**config.mk**
```make
export PLATFORM = sky130hd
export DESIGN_NAME = evc_conditioner
export DESIGN_NICKNAME = d
export VERILOG_FILES = /design/src/rtl/evc_pkg.sv /design/src/rtl/evc_sync.sv /design/src/rtl/evc_noise_filter.sv /design/src/rtl/evc_edge_detect.sv /design/src/rtl/evc_conditioner.sv
export SDC_FILE = /design/constraint.sdc
export NUM_CORES = 1
export LEC_CHECK = 0
export ABC_CLOCK_PERIOD_IN_PS = 1500
export BUFFER_PORTS_ARGS = -buffer_cell sky130_fd_sc_hd__buf_2
export CAP_MARGIN = 20
export CORE_AREA = 4 4 41 43
export DETAILED_ROUTE_END_ITERATION = 6
export DIE_AREA = 0 0 45 47
export PLACE_DENSITY = 0.41
export SLEW_MARGIN = 40
export SYNTH_ARGS = -nofsm -noshare
export SYNTH_HDL_FRONTEND = slang
export SYNTH_SLANG_ARGS = --single-unit
```
**constraint.sdc**
```tcl
create_clock -name clk -period 1.5 [get_ports clk]
set_input_delay 0.15 -clock clk [delete_from_list [all_inputs] [get_ports clk]]
set_output_delay 0.15 -clock clk [all_outputs]
set_load 0.02 [all_outputs]
```
**src/rtl/evc_pkg.sv**
```systemverilog
package evc_pkg;

  typedef enum logic {
    EDGE_FALL = 1'b0,
    EDGE_RISE = 1'b1
  } edge_sel_e;

  typedef enum logic {
    SRC_TICK  = 1'b0,
    SRC_EVENT = 1'b1
  } count_src_e;

endpackage

```
**src/rtl/evc_sync.sv**
```systemverilog
module evc_sync #(
  parameter int   STAGES = 2,
  parameter logic INIT   = 1'b1
) (
  input  logic clk,
  input  logic rst,
  input  logic d,
  output logic q
);

  logic [STAGES-1:0] chain_q;

  generate
    if (STAGES == 1) begin : g_single
      always_ff @(posedge clk) begin
        if (rst) chain_q <= INIT;
        else     chain_q <= d;
      end
    end else begin : g_multi
      always_ff @(posedge clk) begin
        if (rst) chain_q <= {STAGES{INIT}};
        else     chain_q <= {chain_q[STAGES-2:0], d};
      end
    end
  endgenerate

  assign q = chain_q[STAGES-1];

endmodule

```
**src/rtl/evc_noise_filter.sv**
```systemverilog
module evc_noise_filter #(
  parameter int   ACCEPT_STROBES = 2,
  parameter logic INIT           = 1'b1
) (
  input  logic clk,
  input  logic rst,
  input  logic level_in,
  input  logic strobe,
  output logic level_out
);

  localparam int CW = (ACCEPT_STROBES > 2) ? $clog2(ACCEPT_STROBES) : 1;
  localparam logic [CW-1:0] LAST = CW'(ACCEPT_STROBES - 1);

  logic          held_q;
  logic [CW-1:0] cnt_q;

  always_ff @(posedge clk) begin
    if (rst) begin
      held_q <= INIT;
      cnt_q  <= '0;
    end else if (level_in == held_q) begin
      cnt_q <= '0;
    end else if (strobe) begin
      if (cnt_q == LAST) begin
        held_q <= level_in;
        cnt_q  <= '0;
      end else begin
        cnt_q <= cnt_q + 1'b1;
      end
    end
  end

  assign level_out = held_q;

endmodule

```
**src/rtl/evc_edge_detect.sv**
```systemverilog
module evc_edge_detect
  import evc_pkg::*;
#(
  parameter logic INIT = 1'b1
) (
  input  logic      clk,
  input  logic      rst,
  input  logic      level,
  input  edge_sel_e sel,
  output logic      hit
);

  logic prev_q;

  always_ff @(posedge clk) begin
    if (rst) prev_q <= INIT;
    else     prev_q <= level;
  end

  always_comb begin
    unique case (sel)
      EDGE_RISE: hit = level & ~prev_q;
      default:   hit = ~level & prev_q;
    endcase
  end

endmodule

```
**src/rtl/evc_conditioner.sv**
```systemverilog
module evc_conditioner
  import evc_pkg::*;
#(
  parameter int   SYNC_STAGES    = 2,
  parameter int   ACCEPT_STROBES = 2,
  parameter logic IDLE_LEVEL     = 1'b1
) (
  input  logic clk,
  input  logic rst,
  input  logic pin_in,
  input  logic strobe_2k,
  input  logic tick_in,
  input  logic mode_evt,
  input  logic pol_rise,
  input  logic filt_en,
  output logic count_en
);

  logic       sync_lvl;
  logic       held_lvl;
  logic       cond_lvl;
  logic       edge_hit;
  edge_sel_e  edge_sel;
  count_src_e src_sel;
  logic       count_q;

  evc_sync #(
    .STAGES (SYNC_STAGES),
    .INIT   (IDLE_LEVEL)
  ) u_sync (
    .clk (clk),
    .rst (rst),
    .d   (pin_in),
    .q   (sync_lvl)
  );

  evc_noise_filter #(
    .ACCEPT_STROBES (ACCEPT_STROBES),
    .INIT           (IDLE_LEVEL)
  ) u_filter (
    .clk       (clk),
    .rst       (rst),
    .level_in  (sync_lvl),
    .strobe    (strobe_2k),
    .level_out (held_lvl)
  );

  assign cond_lvl = filt_en ? held_lvl : sync_lvl;
  assign edge_sel = edge_sel_e'(pol_rise);
  assign src_sel  = count_src_e'(mode_evt);

  evc_edge_detect #(
    .INIT (IDLE_LEVEL)
  ) u_edge (
    .clk   (clk),
    .rst   (rst),
    .level (cond_lvl),
    .sel   (edge_sel),
    .hit   (edge_hit)
  );

  always_ff @(posedge clk) begin
    if (rst) begin
      count_q <= 1'b0;
    end else begin
      unique case (src_sel)
        SRC_EVENT: count_q <= edge_hit;
        default:   count_q <= tick_in;
      endcase
    end
  end

  assign count_en = count_q;

endmodule

```
Yosys cells after proc, flatten, opt, wreduce, memory -nomap -nowiden
Index checks and enable logic that the tools add are counted.
{"block": "totals", "reg_bits": 6, "latchBits": 0, "ram_bits": 0, "romBits": 0, "inputBits": 8, "word_cells": 18, "mem_count": 0}
{"block": "classes", "n_addsub": 1, "multipliers": 0, "div": 0, "n_lt_le_gt_ge": 0, "eq_ne": 1, "shift": 0, "n_mux": 4, "bitwise_logic": 5, "reduce_logical": 2}
{"op": "1-bit two-way mux", "count": 4}
{"op": "1-bit inverter", "count": 3}
{"op": "3-bit AND reduction", "count": 1}
{"op": "1-bit AND", "count": 2}
{"op": "2-bit OR reduction", "count": 1}
{"op": "1-bit adder, second input constant", "count": 1}
{"op": "1-bit equality test", "count": 1}

Longest topological paths before layout
{"block": "depth", "depth_word": 5, "ltp_mapped": 3, "depth_no_buf": 3}

By module
A second synthesis with hierarchy kept.
{"block": "unflattened", "hier_cells": 20, "area_unflattened_um2": 234.0}
{"mod": "evc_noise_filter", "n_inst": 1, "cells_per_inst": 7, "area_per_inst_um2": 83.8}
{"mod": "evc_sync", "n_inst": 1, "cells_per_inst": 4, "area_per_inst_um2": 52.6}
{"mod": "evc_conditioner", "n_inst": 1, "cells_per_inst": 4, "area_per_inst_um2": 48.8}
{"mod": "evc_edge_detect", "n_inst": 1, "cells_per_inst": 5, "area_per_inst_um2": 48.8}

Worst setup path after synthesis
Ideal clock, no wire load.
{"block": "synth_path", "path_kind": "reg-to-reg", "startpoint": "reg u_sync.chain_q[1]", "endpoint": "reg count_q (netlist: count_en)", "setup_ps": 91, "arrival_ps": 997, "path_slack_ps": 412, "path_stages_with_launch": 4, "n_path_buf": 0, "synth_period_minus_slack_ps": 1088, "cell_sequence": "dfxtp_1 mux2i_1 or3b_1 a311oi_1"}
{"block": "synth_between", "elab_chain_cells": 5, "word_cells_on_any_way": 6, "cone_classes": "3 x mux; 3 x bitwise"}
{"element": "start: declaration", "line_no": "evc_sync.sv:11", "source": "logic [STAGES-1:0] chain_q;"}
{"element": "start signal: assignment", "line_no": "evc_sync.sv:21", "source": "if (rst) chain_q <= {STAGES{INIT}};"}
{"element": "start signal: assignment", "line_no": "evc_sync.sv:22", "source": "else chain_q <= {chain_q[STAGES-2:0], d};"}
{"element": "1-bit two-way mux (*)", "line_no": "evc_conditioner.sv:48", "source": "assign cond_lvl = filt_en ? held_lvl : sync_lvl;"}
{"element": "1-bit inverter", "line_no": "evc_edge_detect.sv:23", "source": "default: hit = ~level & prev_q;"}
{"element": "1-bit AND", "line_no": "evc_edge_detect.sv:23"}
{"element": "1-bit two-way mux (*)", "line_no": "evc_edge_detect.sv:21", "source": "unique case (sel)"}
{"element": "1-bit two-way mux (*)", "line_no": "evc_conditioner.sv:66", "source": "unique case (src_sel)"}
{"element": "end signal: assignment", "line_no": "evc_conditioner.sv:67", "source": "SRC_EVENT: count_q <= edge_hit;"}
{"element": "end signal: assignment", "line_no": "evc_conditioner.sv:68", "source": "default: count_q <= tick_in;"}
{"element": "end: declaration", "line_no": "evc_conditioner.sv:25", "source": "logic count_q;"}
Mark *: on every way between the ends. The rest lies on a longest branch, timed or not.
A chain may end at the register's enable or synchronous reset.

Final worst setup path
Same ends and word-level chain as after synthesis.

==> impl_metrics.xml <==
<?xml version="1.0" encoding="UTF-8"?>
<metrics>
  <group name="status">
    <metric name="run_status" unit="">completed</metric>
  </group>
  <group name="sta">
    <metric name="setup_repair_after_global_routing_missed_its_margin" unit="">no</metric>
    <metric name="tightestPinTransition" unit="ns">0.220</metric>
    <metric name="slew_headroom" unit="">0.849</metric>
    <metric name="finalMaxSlewViolations" unit="">0</metric>
    <metric name="hold_slack" unit="ns">0.0944</metric>
    <metric name="layout_min_cycle_time" unit="ns">1.16</metric>
    <metric name="clock_skew" unit="ns">0.00415</metric>
    <metric name="layout_worst_path_cycle_share" unit="">0.773</metric>
    <metric name="fmaxAchievable" unit="MHz">863</metric>
    <metric name="finalSetupViolations" unit="">0</metric>
    <metric name="finalSetupTns" unit="ns">0</metric>
    <metric name="hold_viol_final" unit="">0</metric>
  </group>
  <group name="global_routing">
    <metric name="grt_util_all_layers" unit="">0.0467</metric>
    <metric name="via_count_of_the_first_global_routing_pass" unit="">169</metric>
    <metric name="grt_first_pass_wirelength" unit="µm">627</metric>
    <metric name="antenna_found_initial" unit="">0</metric>
    <metric name="total_congestion_overflow_after_global_routing" unit="">0</metric>
    <metric name="grt_max_degree" unit="">7</metric>
  </group>
  <group name="clocking">
    <metric name="cts_tree" unit="">done</metric>
    <metric name="cts_buffer_depth" unit="">2</metric>
    <metric name="post-cts-setup-buffer-count" unit="">0</metric>
    <metric name="cts-buffers-inserted" unit="">3</metric>
    <metric name="cts.repair.resized" unit="">0</metric>
    <metric name="cts_num_sinks" unit="">6</metric>
    <metric name="htreeDepth" unit="">1</metric>
    <metric name="worstSkewPairLatency" unit="ns">0.24</metric>
    <metric name="ctsRootBufferMaster" unit="">clkbuf_4</metric>
    <metric name="post_cts_hold_buffer_count" unit="">0</metric>
    <metric name="path_clk_slew" unit="ns">0.05</metric>
  </group>
  <group name="floorplanning">
    <metric name="fp.dieArea" unit="µm²">2120</metric>
    <metric name="die_w" unit="µm">45</metric>
    <metric name="coreArea" unit="µm²">1300</metric>
    <metric name="floorplan.die.height" unit="µm">47</metric>
    <metric name="std_cell_rows" unit="">13</metric>
    <metric name="ioPinCount" unit="">9</metric>
    <metric name="initial_utilization" unit="">0.169</metric>
  </group>
  <group name="final_layout">
    <metric name="fillerInstances" unit="">157</metric>
    <metric name="post_route_cells_drive_above_1_share" unit="">0.467</metric>
    <metric name="final_net_count" unit="">40</metric>
    <metric name="utilization" unit="">0.232</metric>
    <metric name="area.growth.synth_to_final" unit="%">36.9</metric>
    <metric name="fin_cells" unit="">45</metric>
    <metric name="antennaDiodeCount" unit="">0</metric>
  </group>
  <group name="power_and_ir_drop">
    <metric name="p_leak" unit="nW">0.123</metric>
    <metric name="vdd_ir_drop_max" unit="µV">344</metric>
    <metric name="power_density" unit="nW/µm²">1130</metric>
  </group>
  <group name="logic_synthesis">
    <metric name="postSynthCellCount" unit="">19</metric>
    <metric name="postSynthNetCount" unit="">27</metric>
    <metric name="synthesis.area_per_instance" unit="µm²">11.6</metric>
    <metric name="syn_area" unit="µm²">220</metric>
    <metric name="synth_seq_area_share" unit="">0.545</metric>
    <metric name="synth-seq-cells" unit="">6</metric>
    <metric name="synth_cell_types" unit="">12</metric>
    <metric name="ys_warn_count" unit="">0</metric>
  </group>
  <group name="setup_path">
    <metric name="start_kind" unit="">flip-flop</metric>
    <metric name="cp.arrival" unit="ns">1.31</metric>
    <metric name="critical_path_peak_fanout" unit="">3</metric>
    <metric name="worstPathRequired" unit="ns">1.65</metric>
    <metric name="setup.worst_path.end_class" unit="">flip-flop</metric>
    <metric name="crit_type" unit="">reg2reg</metric>
  </group>
  <group name="drt">
    <metric name="ant_nets" unit="">0</metric>
    <metric name="detail_route.iter0.violations" unit="">0</metric>
    <metric name="drc_errors" unit="">0</metric>
    <metric name="drt-wirelength-per-cell" unit="µm">9.09</metric>
    <metric name="detailedRoute.firstPassIterationCount" unit="">1</metric>
    <metric name="routed_vias" unit="">182</metric>
    <metric name="viasPerCell" unit="">4.04</metric>
    <metric name="finalWirelength" unit="µm">409</metric>
  </group>
  <group name="placed_design">
    <metric name="globalplace.congestion" unit="">0.564</metric>
    <metric name="dpl.cell_count" unit="">42</metric>
    <metric name="buffer_ports.inserted" unit="">8</metric>
  </group>
  <group name="min_path">
    <metric name="min-delay-path-class" unit="">in2reg</metric>
  </group>
  <group name="flow_run">
    <metric name="max_cap_viol_count" unit="">0</metric>
  </group>
</metrics>
-- where the power goes --
group          internal [mW]  switching [mW]  total (mW)
combinational         0.0152          0.0116      0.0268
sequential             0.166         0.00287       0.169
clock                 0.0903          0.0557       0.146
total                  0.271          0.0701       0.342
-- stage by stage --
stage	total power, mW	area (µm²)	setup WS (ns)
after floorplan	0.184	220	0.412
after global placement	0.198	279	0.363
after detailed placement	0.199	279	0.332
after CTS	0.351	302	0.325
after global routing	0.357	302	0.277
final	0.342	302	0.341
-- placed cells by master, fill, tap and decap left out --
cell,count
dfxtp_1,6
or2b_1,1
mux2i_1,1
nor2_1,1
a21boi_0,1
a311oi_1,1
xnor2_1,2
a311o_2,1
buf_2,8
or2_2,2
nor3_1,1
or3b_1,1
clkbuf_4,3
nand3b_1,1
-- worst max-delay path, cell delays in order, from the launching register on --
cell and delay, ns:
dfxtp_1 0.36, mux2i_1 0.12, or3b_1 0.36, a311oi_1 0.24
-- cells by family (layout without fill, tap and decap cells) --
group           count (synthesis)  count (layout)  synth area share
simple gates                    7               7             0.205
xor+xnor                        2               2            0.0796
flops                           6               6             0.545
mux                             1               1            0.0455
compound gates                  3               3             0.125
buf+inv                         0              11                 0
-- flip-flops by register name (all words and copies together), names as in the netlist --
name / flops
count_en: 1
u_edge.prev_q: 1
u_filter.cnt_q: 1
u_filter.level_out: 1
u_sync.chain_q: 2
-- cell usage after synthesis, drive strengths merged --
master  count  area share
or2b        1       0.034
xnor2       2       0.080
a311o       1       0.051
or3b        1       0.040
or2         2       0.057
nand3b      1       0.034
mux2i       1       0.045
nor3        1       0.023
a311oi      1       0.040
nor2        1       0.017
a21boi      1       0.034
dfxtp       6        0.55
-- final cells by class --
class / count / area, µm² / share of cell area
well taps: 15 / 18.8 / 0.0622
multi-input cells: 13 / 100 / 0.332
flip-flops and latches: 6 / 120 / 0.398
repair buffers: 8 / 40.0 / 0.133
clock buffers: 3 / 22.5 / 0.0747
-- layer usage --
layer  share of wire  track usage
met1            0.35       0.0366
met2            0.53       0.0678
met5               0            0
met4               0       0.0351
met3            0.12       0.0498
-- final timing paths --
path,startpoint,end,slack [ns],cells past startpoint
setup / recovery,u_sync.chain_q[1],count_en,0.34,3
hold / removal,pin_in,u_sync.chain_q[0],0.09,2
setup reg to reg,u_sync.chain_q[1],count_en,0.34,3
hold reg to reg,u_sync.chain_q[0],u_sync.chain_q[1],0.41,1
No activity file was read; power rests on OpenSTA's default activity.
